File: config.mk
export PLATFORM = sky130hd
export DESIGN_NAME = apb_cdtimer
export DESIGN_NICKNAME = d
export VERILOG_FILES = /design/src/rtl/cdt_pkg.sv /design/src/rtl/cdt_apb_regs.sv /design/src/rtl/cdt_counter.sv /design/src/rtl/cdt_irq.sv /design/src/rtl/apb_cdtimer.sv
export SDC_FILE = /design/constraint.sdc
export NUM_CORES = 1
export LEC_CHECK = 0
export CAP_MARGIN = 15
export CORE_MARGIN = 5
export CORE_UTILIZATION = 55
export CTS_BUF_LIST = sky130_fd_sc_hd__clkbuf_8
export DETAILED_ROUTE_END_ITERATION = 12
export DONT_BUFFER_PORTS = 1
export PLACE_DENSITY_LB_ADDON = 0.2
export SLEW_MARGIN = 20
export SYNTH_ARGS = -nofsm -noshare
export SYNTH_HDL_FRONTEND = slang
export SYNTH_SLANG_ARGS = --single-unit
File: constraint.sdc
create_clock -name pclk -period 3.7 [get_ports pclk]
set_clock_uncertainty 0.05 [all_clocks]
set_input_delay 0.925 -clock pclk [delete_from_list [all_inputs] [get_ports pclk]]
set_output_delay 0.925 -clock pclk [all_outputs]
set_load 0.02 [all_outputs]
File: src/rtl/cdt_pkg.sv
package cdt_pkg;

  localparam logic [7:0] OFS_RELOAD = 8'h00;
  localparam logic [7:0] OFS_COUNT  = 8'h04;
  localparam logic [7:0] OFS_CTRL   = 8'h08;
  localparam logic [7:0] OFS_ACK    = 8'h0C;
  localparam logic [7:0] OFS_STAT   = 8'h10;
  localparam logic [7:0] OFS_GSTAT  = 8'hA0;
  localparam logic [7:0] OFS_GACK   = 8'hA4;
  localparam logic [7:0] OFS_GRAW   = 8'hA8;
  localparam logic [7:0] OFS_VER    = 8'hAC;

  // control bits: 0 enable, 1 periodic, 2 mask
  typedef struct packed {
    logic mask;
    logic periodic;
    logic en;
  } cdt_ctrl_t;

endpackage

File: src/rtl/cdt_apb_regs.sv
module cdt_apb_regs
  import cdt_pkg::*;
#(
  parameter int          DATA_W  = 32,
  parameter int          ADDR_W  = 8,
  parameter logic [31:0] VERSION = 32'h3230_312A
) (
  input  logic              clk,
  input  logic              rst_n,
  input  logic              psel,
  input  logic              penable,
  input  logic              pwrite,
  input  logic [ADDR_W-1:0] paddr,
  input  logic [DATA_W-1:0] pwdata,
  input  logic [DATA_W-1:0] count_i,
  input  logic              flag_i,
  output logic [DATA_W-1:0] prdata,
  output logic              pready,
  output logic [DATA_W-1:0] reload_o,
  output cdt_ctrl_t         ctrl_o,
  output logic              start_o,
  output logic              clr_o
);

  localparam int CTRL_W = $bits(cdt_ctrl_t);

  logic            wr_acc, rd_acc;
  logic [7:0]      ofs;
  logic [DATA_W-1:0] reload_q;
  cdt_ctrl_t       ctrl_q;
  logic            masked;

  assign wr_acc = psel & penable & pwrite;
  assign rd_acc = psel & penable & ~pwrite;
  assign ofs    = 8'(paddr);
  assign masked = flag_i & ~ctrl_q.mask;

  always_ff @(posedge clk or negedge rst_n) begin
    if (!rst_n) begin
      reload_q <= '0;
      ctrl_q   <= '0;
    end else if (wr_acc) begin
      if (ofs == OFS_RELOAD) reload_q <= pwdata;
      if (ofs == OFS_CTRL)   ctrl_q   <= cdt_ctrl_t'(pwdata[CTRL_W-1:0]);
    end
  end

  // rising enable written from the bus
  assign start_o = wr_acc & (ofs == OFS_CTRL) & pwdata[0] & ~ctrl_q.en;
  // acknowledge is a read side effect
  assign clr_o   = rd_acc & ((ofs == OFS_ACK) | (ofs == OFS_GACK));

  always_comb begin
    prdata = '0;
    unique case (ofs)
      OFS_RELOAD: prdata = reload_q;
      OFS_COUNT:  prdata = count_i;
      OFS_CTRL:   prdata = DATA_W'(ctrl_q);
      OFS_STAT:   prdata = DATA_W'(masked);
      OFS_GSTAT:  prdata = DATA_W'(masked);
      OFS_GRAW:   prdata = DATA_W'(flag_i);
      OFS_VER:    prdata = DATA_W'(VERSION);
      default:    prdata = '0;
    endcase
  end

  assign pready   = 1'b1;
  assign reload_o = reload_q;
  assign ctrl_o   = ctrl_q;

  a_r10_ready_high: assert property (@(posedge clk) disable iff (!rst_n) pready);
  a_r11_ctrl_write: assert property (@(posedge clk) disable iff (!rst_n)
    (wr_acc && ofs == OFS_CTRL) |=> (ctrl_o == $past(pwdata[CTRL_W-1:0])));
  a_r9_reload_kept: assert property (@(posedge clk) disable iff (!rst_n)
    !(wr_acc && ofs == OFS_RELOAD) |=> $stable(reload_o));

endmodule

File: src/rtl/cdt_counter.sv
module cdt_counter #(
  parameter int DATA_W = 32
) (
  input  logic              clk,
  input  logic              rst_n,
  input  logic              en_i,
  input  logic              periodic_i,
  input  logic              start_i,
  input  logic [DATA_W-1:0] reload_i,
  output logic [DATA_W-1:0] count_o,
  output logic              expire_o
);

  localparam logic [DATA_W-1:0] ALL_ONES = '1;

  function automatic logic [DATA_W-1:0] wrap_value(input logic periodic,
                                                   input logic [DATA_W-1:0] reload);
    return periodic ? reload : ALL_ONES;
  endfunction

  logic [DATA_W-1:0] count_q;
  logic              at_zero;

  assign at_zero  = (count_q == '0);
  assign expire_o = en_i & ~start_i & at_zero;

  always_ff @(posedge clk or negedge rst_n) begin
    if (!rst_n)        count_q <= '0;
    else if (start_i)  count_q <= reload_i;
    else if (expire_o) count_q <= wrap_value(periodic_i, reload_i);
    else if (en_i)     count_q <= count_q - 1'b1;
  end

  assign count_o = count_q;

  a_r3_hold: assert property (@(posedge clk) disable iff (!rst_n)
    (!en_i && !start_i) |=> $stable(count_o));
  a_r2_start_load: assert property (@(posedge clk) disable iff (!rst_n)
    start_i |=> (count_o == $past(reload_i)));
  a_r2_step_down: assert property (@(posedge clk) disable iff (!rst_n)
    (en_i && !start_i && count_o != '0) |=> (count_o == $past(count_o) - 1'b1));
  a_r4_periodic_wrap: assert property (@(posedge clk) disable iff (!rst_n)
    (expire_o && periodic_i) |=> (count_o == $past(reload_i)));
  a_r5_free_wrap: assert property (@(posedge clk) disable iff (!rst_n)
    (expire_o && !periodic_i) |=> (count_o == ALL_ONES));

endmodule

File: src/rtl/cdt_irq.sv
module cdt_irq (
  input  logic clk,
  input  logic rst_n,
  input  logic expire_i,
  input  logic clr_i,
  input  logic mask_i,
  output logic flag_o,
  output logic irq_o
);

  logic flag_q;

  always_ff @(posedge clk or negedge rst_n) begin
    if (!rst_n)        flag_q <= 1'b0;
    else if (expire_i) flag_q <= 1'b1;
    else if (clr_i)    flag_q <= 1'b0;
  end

  assign flag_o = flag_q;
  assign irq_o  = flag_q & ~mask_i;

  a_r8_set_wins: assert property (@(posedge clk) disable iff (!rst_n)
    expire_i |=> flag_o);
  a_r7_ack_clears: assert property (@(posedge clk) disable iff (!rst_n)
    (clr_i && !expire_i) |=> !flag_o);
  a_r4_flag_sticky: assert property (@(posedge clk) disable iff (!rst_n)
    (flag_o && !clr_i) |=> flag_o);

endmodule

File: src/rtl/apb_cdtimer.sv
module apb_cdtimer
  import cdt_pkg::*;
#(
  parameter int          DATA_W  = 32,
  parameter int          ADDR_W  = 8,
  parameter logic [31:0] VERSION = 32'h3230_312A
) (
  input  logic              pclk,
  input  logic              presetn,
  input  logic              psel,
  input  logic              penable,
  input  logic              pwrite,
  input  logic [ADDR_W-1:0] paddr,
  input  logic [DATA_W-1:0] pwdata,
  output logic [DATA_W-1:0] prdata,
  output logic              pready,
  output logic              irq_o
);

  logic [DATA_W-1:0] reload_w, count_w;
  cdt_ctrl_t         ctrl_w;
  logic              start_w, clr_w, expire_w, flag_w;

  cdt_apb_regs #(.DATA_W(DATA_W), .ADDR_W(ADDR_W), .VERSION(VERSION)) u_regs (
    .clk(pclk), .rst_n(presetn), .psel(psel), .penable(penable), .pwrite(pwrite),
    .paddr(paddr), .pwdata(pwdata), .count_i(count_w), .flag_i(flag_w),
    .prdata(prdata), .pready(pready), .reload_o(reload_w), .ctrl_o(ctrl_w),
    .start_o(start_w), .clr_o(clr_w)
  );

  cdt_counter #(.DATA_W(DATA_W)) u_cnt (
    .clk(pclk), .rst_n(presetn), .en_i(ctrl_w.en), .periodic_i(ctrl_w.periodic),
    .start_i(start_w), .reload_i(reload_w), .count_o(count_w), .expire_o(expire_w)
  );

  cdt_irq u_irq (
    .clk(pclk), .rst_n(presetn), .expire_i(expire_w), .clr_i(clr_w),
    .mask_i(ctrl_w.mask), .flag_o(flag_w), .irq_o(irq_o)
  );

  a_r6_mask_blocks: assert property (@(posedge pclk) disable iff (!presetn)
    ctrl_w.mask |-> !irq_o);
  a_r6_irq_follows_flag: assert property (@(posedge pclk) disable iff (!presetn)
    (flag_w && !ctrl_w.mask) |-> irq_o);

endmodule

-- Word level (Yosys, flattened, before mapping)
Index checks and enable logic that the tools add are counted.
- output and inout port bits: 34
- flip-flop bits (word level): 68
- word-level logic and storage cells: 44
- add/sub/neg operators: 1
- bitwise gates (word level): 15
- muxes and demuxes: 7
- reduce and logical (&&, ||, !) cells: 7
- equal/unequal tests: 8
- operators by type and width (operator ; count):
    one-hot mux 32 bit (6 select lines) ; 1
    two-way mux 32 bit ; 4
    equality test 8 bit (second input constant) ; 4
    zero test 32 bit ; 1
    subtractor 32 x 1 -> 32 bit (second input constant) ; 1
    equality test 8 x 4 -> 1 bit (second input constant) ; 2
    AND 1 bit ; 10
    equality test 8 x 3 -> 1 bit (second input constant) ; 1
    equality test 8 x 5 -> 1 bit (second input constant) ; 1
    zero test 8 bit ; 1
    inverter 1 bit ; 4
    AND reduction 2 bit ; 2
    nonzero test 3 bit ; 1
    two-way mux 1 bit ; 2
    nonzero test 2 bit ; 1
    OR reduction 2 bit ; 1
    OR 1 bit ; 1

-- Depth between registers and ports, before layout
Gate-level depths: netlist of the first run.
- depth after elaboration: 10
- mapped depth: 10

-- Modules after synthesis
A second synthesis of the first run with hierarchy kept.
- cells, all modules: 434
- area, all modules: 4357.9 µm²
- modules (own cells, without submodules) (module ; area each (µm²) ; cells each ; instances ; sequential area each (µm²)):
    cdt_counter ; 2324.7 ; 280 ; 1 ; 800.8
    cdt_apb_regs ; 1990.7 ; 150 ; 1 ; 875.8
    cdt_irq ; 42.5 ; 4 ; 1 ; 25.0

-- Worst setup path after synthesis of the first run
Ideal clock, no wire load.
- kind: input to output
- start point: in paddr[1]
- end point: out prdata[2]
- setup slack: 267 ps
- data arrival time: 2458 ps
- required time: 2725 ps
- stages: 5
- cells stage by stage: or4_1 -> nor3_1 -> clkbuf_1 -> a222oi_1 -> inv_1
- cells in the longest elaborated chain, start to end: 3
- RTL lines (what ; RTL line ; RTL):
    from (decl) ; apb_cdtimer.sv:13 ; input logic [ADDR_W-1:0] paddr,
    equality test 8 x 5 -> 1 bit / equality test 8 bit (equally long branches) ; cdt_apb_regs.sv:55 ; unique case (ofs)
    OR reduction 2 bit (no source line) ; -- ;
    one-hot mux 32 bit (6 select lines) (*) ; cdt_apb_regs.sv:55 ;
    to (decl) ; apb_cdtimer.sv:15 ; output logic [DATA_W-1:0] prdata,
Mark *: on every way between the ends. The rest lies on a longest branch, timed or not.

-- Final worst setup path of the first run
- start point: in paddr[1]
- end point: out prdata[8]
Same word-level chain as after synthesis.

==> impl.org, run 1 <==
** Place
- Number of port buffers :: 0
- OpenSTA, run right after detailed placement, puts the worst setup slack at roughly 0.43 ns.
- Final weighted congestion in routability-driven placement :: 0.927
- After legalization and detailed placement, the total HPWL measured roughly 8.1 mm.

** STA
- Setup violations remaining at the end of the flow were counted as 0.
- RSZ-0062 raised after global routing :: false
- Final number of hold-violating endpoints :: 0
- The worst path meets setup with roughly 0.4 ns of slack.
- Summed over all failing endpoints, the final setup total negative slack is 0 ns.
- Across all hold checks on the routed design, the worst slack comes to 0.217 ns.
- In this run the tightest slew margin relative to its limit is 0.542.
- Min Tclk post-route :: 3.29 ns
- At the pin with the least slew margin, the transition time is roughly 0.69 ns.
- FMAX :: 0.304 GHz
- The number of slew-limit violations in the final report was 0.
- Portion of the clock cycle consumed by the worst path in the final layout :: 0.889

** Critical path
- Arrival time at the worst endpoint :: roughly 2.3 ns
- Kind of launch point of the worst setup path :: primary input
- Critical R2R Launch :: u_cnt.count_o[0]
- At the worst endpoint, the required time is around 2.7 ns.
- R2R Setup Slk :: 0.70 ns
- In this run the critical register-to-register path is captured at u_cnt.count_o[21].
- Measured in cells, the most critical reg-to-reg path has a length of 8.
- The worst setup path is of the in -> out kind.
- Top fanout value on the critical path :: 18
- The critical path starts at paddr[1].
- Type of destination of the critical path :: output port

** Pwr
- Maximum resistive drop on vdd :: between 0.0002 and 0.0003 V
- Power spread over the standard cell area amounts to between 500 and 600 mW/mm^2.
- The design draws 2290 uW.
- Leakage Power :: 0.00187 uW

** Floorplan
- The core region is 0.00729 mm^2.
- For this configuration, the core starts out at a cell density of 0.571.
- Die height :: 97.0 um
- Total Die Area :: 0.00941 mm^2
- The die is 97.0 um wide.
- Top-level port count :: 79
- Number of placement rows :: 31

** Run status
- The flow ran to the end, and the final reports show no timing, DRC or antenna violations.

** Route
- The first detailed-routing pass ran for 5 iterations.
- In the detailed route, the total length drawn on met3 is 600 um.
- The first routing iteration left 314 violations.
- WL met2 :: 5.78 mm
- Wire length the detailed router placed on met1 :: around 5 mm
- DRC Markers :: 0
- Per-cell via count in the routed design :: 6.92
- After detailed routing, the total wire length is 11.5 mm.
- The detail route stage leaves a number of antenna-violating nets equal to 0.
- After detailed routing, the average wire length per cell comes to 22.3 um.
- The highest layer touched by signal routing is met4.
- The detailed router placed 3571 vias in this run.

** Global route
- Global-route wire length before repair :: 19.0 mm
- Remaining global-route overflow :: 0
- GRT Overall Usage :: 0.247
- Number of global-route vias before repair :: 3621
- Entering global routing, the biggest net connects 69 pins.
- The number of antenna violations at the first check in global routing is 0.

** CTS
- The tree is rooted in a sky130_fd_sc_hd__clkbuf_8.
- Clock-pin transition on the worst setup and hold timing paths :: roughly 0.080 ns
- Counting every sink on the clock net gives 68.
- The H-tree was split into 3 levels.
- Buffers inserted during clock tree synthesis total 9.
- After clock tree synthesis, the repair step resized 0 gates.
- The later pin in the worst-skew pair is clocked with a latency of between 0.3 and 0.4 ns.
- TritonCTS built the clock tree.
- Post-cts hold buffer count :: 0
- Counting along the longest clock path gives a buffer depth of 2.
- Post-CTS setup-driven buffer insertion count :: 0

** Finish
- Leaving out fill and tap cells, the most frequent cell in the layout is sky130_fd_sc_hd__dfrtp_1.
- After the last flow step, the layout net total stands at 458.
- The number of antenna diodes in the final layout is 0.
- Of the cells placed in the final design, the portion with a size suffix greater than 1 is 0.209.
- Compared with the post-synthesis result, the final layout area differs by 7.69%.
- Leaving out fill and tap cells, the most frequent cells in the layout are 68 x sky130_fd_sc_hd__dfrtp_1, 38 x sky130_fd_sc_hd__mux2_2, 28 x sky130_fd_sc_hd__nor2_1, 28 x sky130_fd_sc_hd__a21oi_1, 27 x sky130_fd_sc_hd__nor3_1.

** Synth
- In the synthesized netlist, the number of instances is between 400 and 500.
- Yosys mapped a number of flops with a built-in enable equal to 0.
- Synthesis inferred 68 register bits.
- Cell Area, Synth :: approximately 0.0042 mm^2
- After synthesis, the share of flip-flops with an asynchronous set or reset is 1.00.
- Synthesized net count :: roughly 460
- In the synthesized netlist the dominant register cell turns out to be sky130_fd_sc_hd__dfrtp_1.
- Yosys printed 0 warnings.
- Proportion of synthesized chip area in sequential cells :: 0.409
- The synthesized netlist contains 61 unique library cells.
- Each instance of the synthesized netlist takes up on average 9.96 um^2.

** Job
- The tool flagged a number of max-cap violations equal to 0.

** Hold path
- Kind of path behind the tightest hold check :: in -> async
==> metrics by stage <==
stage,area (um^2),util,cells
detailed placement,4270,0.585,500
global placement,4270,0.585,500
global route,4480,0.615,516
floorplan,4160,-,418
CTS,4480,0.615,516
finish,4480,0.615,516
==> state kept, by name, indices dropped and copies added (netlist names) <==
register and count:
u_cnt.count_o 32, u_irq.flag_o 1, u_regs.ctrl_o 3, u_regs.reload_o 32
==> Yosys cell counts (7+ instances only) <==
library cell / count / area (um^2)
sky130_fd_sc_hd__buf_2: 8 / 40.0
sky130_fd_sc_hd__nand2_1: 14 / 52.6
sky130_fd_sc_hd__nor2_1: 29 / 109
sky130_fd_sc_hd__a22o_1: 19 / 166
sky130_fd_sc_hd__nor3_1: 28 / 140
sky130_fd_sc_hd__o21ai_0: 7 / 35.0
sky130_fd_sc_hd__a21oi_1: 28 / 140
sky130_fd_sc_hd__dfrtp_1: 68 / 1700
sky130_fd_sc_hd__mux2_2: 38 / 428
sky130_fd_sc_hd__or3_1: 9 / 56.3
sky130_fd_sc_hd__a211oi_1: 12 / 90.1
sky130_fd_sc_hd__mux2i_1: 7 / 70.1
sky130_fd_sc_hd__nor4_1: 9 / 56.3
sky130_fd_sc_hd__clkbuf_1: 20 / 75.1
sky130_fd_sc_hd__a221o_1: 11 / 110
sky130_fd_sc_hd__xnor2_1: 8 / 70.1
==> power breakdown <==
part | leakage [uW] | switching (uW) | internal, uW
combinational | 0.000874 | 233 | 247
sequential | 0.000880 | 253 | 888
clock | 0.000115 | 282 | 392
total | 0.00187 | 767 | 1530
==> cells by family (layout without fill, tap and decap cells) <==
| logic type | after synthesis | after routing | synth area share |
|---|---|---|---|
| simple gates | 137 | 137 | 0.188 |
| compound gates | 117 | 117 | 0.213 |
| xor+xnor | 10 | 10 | 0.0210 |
| buf+inv | 39 | 38 | 0.0457 |
| flops | 68 | 68 | 0.409 |
| mux | 45 | 45 | 0.120 |
| fa+ha+maj | 1 | 1 | 0.00301 |
| other cells | 1 | 1 | 0.000901 |
==> worst max-delay path, stage by stage <==
cell and delay, ns:
sky130_fd_sc_hd__or4_1 0.60, sky130_fd_sc_hd__nor3_2 0.20, sky130_fd_sc_hd__buf_4 0.27, sky130_fd_sc_hd__a221o_1 0.31
==> routing by layer <==
metal  vias up  track usage
li1       1613            -
met1      1821        0.312
met2       118        0.424
met3        19       0.0504
met4         0       0.0745
met5         -            0
==> how the worst max path moves through the flow <==
stage / endpoint / slack, ns / depth (start not counted)
6_report: prdata[8] / 0.41 / 4
5_1_grt: prdata[2] / 0.32 / 5
4_1_cts: prdata[13] / 0.41 / 4
3_5_place_dp: prdata[13] / 0.43 / 4
3_3_place_gp: prdata[2] / 0.47 / 5
2_1_floorplan: prdata[2] / 0.27 / 5
==> cell type report <==
type | instances | area (um^2)
sequential | 68 | 1700
tap | 99 | 124
clock buffer | 10 | 138
inverter | 6 | 22.5
multi-input combinational | 311 | 2280
clock inverter | 6 | 80.1
timing repair buffer | 16 | 133
fill | 666 | 2810
Note: power is estimated with default switching activity, not from simulation.
==> run 2, diff against run 1 <==
--- a/config.mk
+++ b/config.mk
@@ -6,11 +6,14 @@
 export NUM_CORES = 1
 export LEC_CHECK = 0
 export CAP_MARGIN = 15
+export CELL_PAD_IN_SITES_DETAIL_PLACEMENT = 0
+export CELL_PAD_IN_SITES_GLOBAL_PLACEMENT = 1
 export CORE_MARGIN = 5
-export CORE_UTILIZATION = 55
+export CORE_UTILIZATION = 51
 export CTS_BUF_LIST = sky130_fd_sc_hd__clkbuf_8
 export DETAILED_ROUTE_END_ITERATION = 12
 export DONT_BUFFER_PORTS = 1
+export GPL_TIMING_DRIVEN = 0
 export PLACE_DENSITY_LB_ADDON = 0.2
 export SLEW_MARGIN = 20
 export SYNTH_ARGS = -nofsm -noshare
==> run 2 against run 1 <==
Effect of this change:
- worst hold slack better by 0.0030 ns
- first-iteration DRC count rose by 3.8%
- non-clock buffer count grew 17
- combinational power is 12% higher
- register-to-register slack got worse by 0.14 ns
- clock power is 8.2% lower
- cell area increased by 0.70%
- critical path depth unchanged
- cell count rose by 4.1%
- critical endpoint is now prdata[7]
- largest cell class unchanged
==> impl.org, run 2 (synthesis gave the netlist of run 1 again) <==
** Critical path
- The reg-to-reg startpoint is u_cnt.count_o[0] (unchanged).
- The library cell contributing the largest single delay on the critical path is sky130_fd_sc_hd__clkbuf_1 (was sky130_fd_sc_hd__or4_1).
- The reg-to-reg critical path endpoint was u_cnt.count_o[21] (unchanged).
- The critical path's top delay family was simple AND/OR/NAND/NOR gates (unchanged).
- Depth of the most critical reg-to-reg path :: 7 (was 8)
- Arrival time at the worst endpoint :: 2.60 ns (was 2.32 ns)
- The total stage count of the critical path came to 4 (unchanged).
- Kind of launch point of the worst setup path :: primary input (unchanged)
- Chain of cells forming the critical path: or3_1 > nor2_1 > clkbuf_1 > a22o_1 (was or4_1 > nor3_2 > buf_4 > a221o_1).
- The sum of buffers and inverters on the critical path came to 1 (unchanged).
- The worst path required time was 2.72 ns (about the same).
- The timing endpoint of the critical path is prdata[7] (was prdata[8]).
- Delay of the slowest cell on the worst path :: 0.58 ns (was 0.60 ns)
- The reg-to-reg setup timing slack was 0.56 ns (was 0.70 ns).
- Critical path type :: in -> out (unchanged)
- The launch point of the critical path is paddr[3] (was paddr[1]).
- Type of destination of the critical path :: output port (unchanged)
- Top fanout value on the critical path :: 10 (was 18)

** Route
- DRC Markers :: 0 (unchanged)
- The first-pass iteration count of the detailed router came to 5 (unchanged).
- Met3 routed WL :: 1.14 mm (was 600 um)
- The wire length per cell after detailed routing is 23.9 um (was 22.3 um).
- The via density per instance came to 6.83 (was 6.92).
- The highest layer used for signal routing is met5 (was met4).
- The number of antenna-violating nets in the routed design was 0 (unchanged).
- The length of routed wiring on met1 was 5.36 mm (was 4.91 mm).
- The via count came to 3668 (was 3571).
- The total length of routed met2 wires was 6.00 mm (was 5.78 mm).
- The initial detailed-routing violation count was 326 (was 314).
- Routed Wire Length :: 12.8 mm (was 11.5 mm)

** CTS
- Post-CTS setup-driven buffer insertion count :: 0 (unchanged)
- The count of hold-fix buffers inserted at cts was 0 (unchanged).
- CTS buffer count :: 9 (unchanged)
- The CTS tree is built (unchanged).
- Clock-pin transition on the worst setup and hold timing paths :: 0.07 ns (was 0.08 ns)
- The maximum level of the CTS H-tree came to 3 (unchanged).
- Clk Tree Root Cell :: sky130_fd_sc_hd__clkbuf_8 (unchanged)
- The number of sinks on the clock net is 68 (unchanged).
- The clock latency reported for the late side of the worst-skew pair was 0.35 ns (about the same).
- The worst-case clock buffer depth is 2 (unchanged).

** Floorplan
- Total Die Area :: 0.0101 mm^2 (was 0.00941 mm^2)
- The initial core utilization was 0.514 (was 0.571).
- The x dimension of the die came to 100 um (was 97.0 um).
- The number of core rows was 33 (was 31).
- The die height is 100 um (was 97.0 um).
- Top-level port count :: 79 (unchanged)
- Placeable Area :: 0.00809 mm^2 (was 0.00729 mm^2)

** Global route
- Initial antenna violation count :: 1 (was 0)
- The wire length of the first global-routing pass was 20.3 mm (was 19.0 mm).
- Remaining global-route overflow :: 0 (unchanged)
- The pin count of the biggest net entering global routing was 69 (unchanged).
- GRT Overall Usage :: 0.262 (was 0.247)
- Number of global-route vias before repair :: 3638 (was 3621)

** STA
- The final worst-path setup slack was 0.123 ns (was 0.409 ns).
- Slew at the pin with the worst max-slew slack :: 0.819 ns (was 0.687 ns)
- Worst slew margin relative to its limit :: 0.453 (was 0.542)
- The final cycle utilization of the critical path was 0.967 (was 0.889).
- RSZ-0062 raised after global routing: false (unchanged).
- Final number of hold-violating endpoints :: 0 (unchanged)
- FMAX :: 0.280 GHz (was 0.304 GHz)
- The number of slew-limit violations in the final report was 0 (unchanged).
- The final period demand of the worst path was 3.58 ns (was 3.29 ns).
- The number of setup violations in the final report came to 0 (unchanged).

** Job
- The number of max-cap violations was 0 (unchanged).

** Pwr
- Cell area power density :: 500 mW/mm^2 (was 512 mW/mm^2)
- Maximum resistive drop on vdd :: 0.000295 V (was 0.000258 V)
- The static leakage was 0.00189 uW (was 0.00187 uW).

** Run status
- Status :: complete, no violations (unchanged)

** Finish
- Most common cell after layout, fill and taps aside :: sky130_fd_sc_hd__dfrtp_1 (unchanged)
- The relative area change from synthesis to final layout is 8.45% (was 7.69%).
- Final core utilization :: 0.558 (was 0.615)
- Top library cells by usage in the layout, fill and taps aside :: 68 x sky130_fd_sc_hd__dfrtp_1, 38 x sky130_fd_sc_hd__mux2_2, 29 x sky130_fd_sc_hd__nor2_1 (was 68 x sky130_fd_sc_hd__dfrtp_1, 38 x sky130_fd_sc_hd__mux2_2, 28 x sky130_fd_sc_hd__nor2_1, 28 x sky130_fd_sc_hd__a21oi_1, 27 x sky130_fd_sc_hd__nor3_1)
- The layout cell share with drive strength beyond 1 came to 0.204 (was 0.209).
- The final net count came to 475 (was 458).
- The design area is 0.00451 mm^2 (was 0.00448 mm^2).
- The layout filler cell count was 774 (was 666).
- Diode count :: 0 (unchanged)

** Place
- Setup Slack @ Placement :: -0.370 ns (was 0.428 ns)
- Number of port buffers :: 0 (unchanged)
- The placed cell area is 0.00430 mm^2 (was 0.00427 mm^2).
- Hpwl dp :: 8.79 mm (was 8.09 mm)
- The global placement routability congestion was 0.944 (was 0.927).

** Hold path
- The worst min-delay path category is in -> async (unchanged).
[run 2: stage by stage]
stage | TNS, ns | power [uW] | instances | hold WS, ns
finish | 0 | 2260 | 537 | 0.220
global route | 0 | 2380 | 537 | 0.215
CTS | 0 | 2240 | 537 | 0.219
detailed placement | -10.05 | 1630 | 523 | 0.464
global placement | -8.27 | 1600 | 523 | 0.461
floorplan | 0 | 1480 | 418 | 0.430
[run 2: metal layers]
metal  track usage  vias up
met5             0        -
met1         0.353     1802
met3        0.0723       37
li1              -     1651
met2         0.413      176
met4        0.0777        2
[run 2: cell type report]
type                       instances  area (um^2)  share of cell area
multi-input combinational        311         2290               0.508
sequential                        68         1700               0.377
buffer                            33          174              0.0385
clock buffer                      11          151              0.0335
tap                              105          131              0.0291
clock inverter                     3         38.8             0.00859
inverter                           6         22.5             0.00499
[run 2: worst min-delay path by stage]
stage                            start                   to  slack, ns  cells after the start
after floorplan           u_irq.flag_o         u_irq.flag_o       0.43                      2
after global placement    u_irq.flag_o         u_irq.flag_o       0.46                      2
after detailed placement  u_irq.flag_o         u_irq.flag_o       0.46                      2
after CTS                      presetn    u_cnt.count_o[24]       0.22                      0
after global routing           presetn    u_cnt.count_o[24]       0.21                      0
final                          presetn  u_regs.reload_o[31]       0.22                      0
[run 2: power breakdown]
group | switching [uW] | total [uW] | internal [uW]
combinational | 279 | 537 | 258
clock | 282 | 619 | 338
sequential | 212 | 1100 | 888
total | 772 | 2260 | 1480
[run 2: what timing repair did]
item | in CTS | in global routing
endpoints found under the setup margin | 30 | 2
resized for setup | 4 | 5
gates cloned | 0 | 0
[run 2: worst reg2reg max path: stages, from the launching register on]
cell and delay, ns:
sky130_fd_sc_hd__dfrtp_1 0.44, sky130_fd_sc_hd__inv_1 0.09, sky130_fd_sc_hd__ha_1 0.22, sky130_fd_sc_hd__nor4b_2 0.70, sky130_fd_sc_hd__nand3_1 0.41, sky130_fd_sc_hd__nor3_4 0.42, sky130_fd_sc_hd__nor2_1 0.29, sky130_fd_sc_hd__a221o_1 0.41
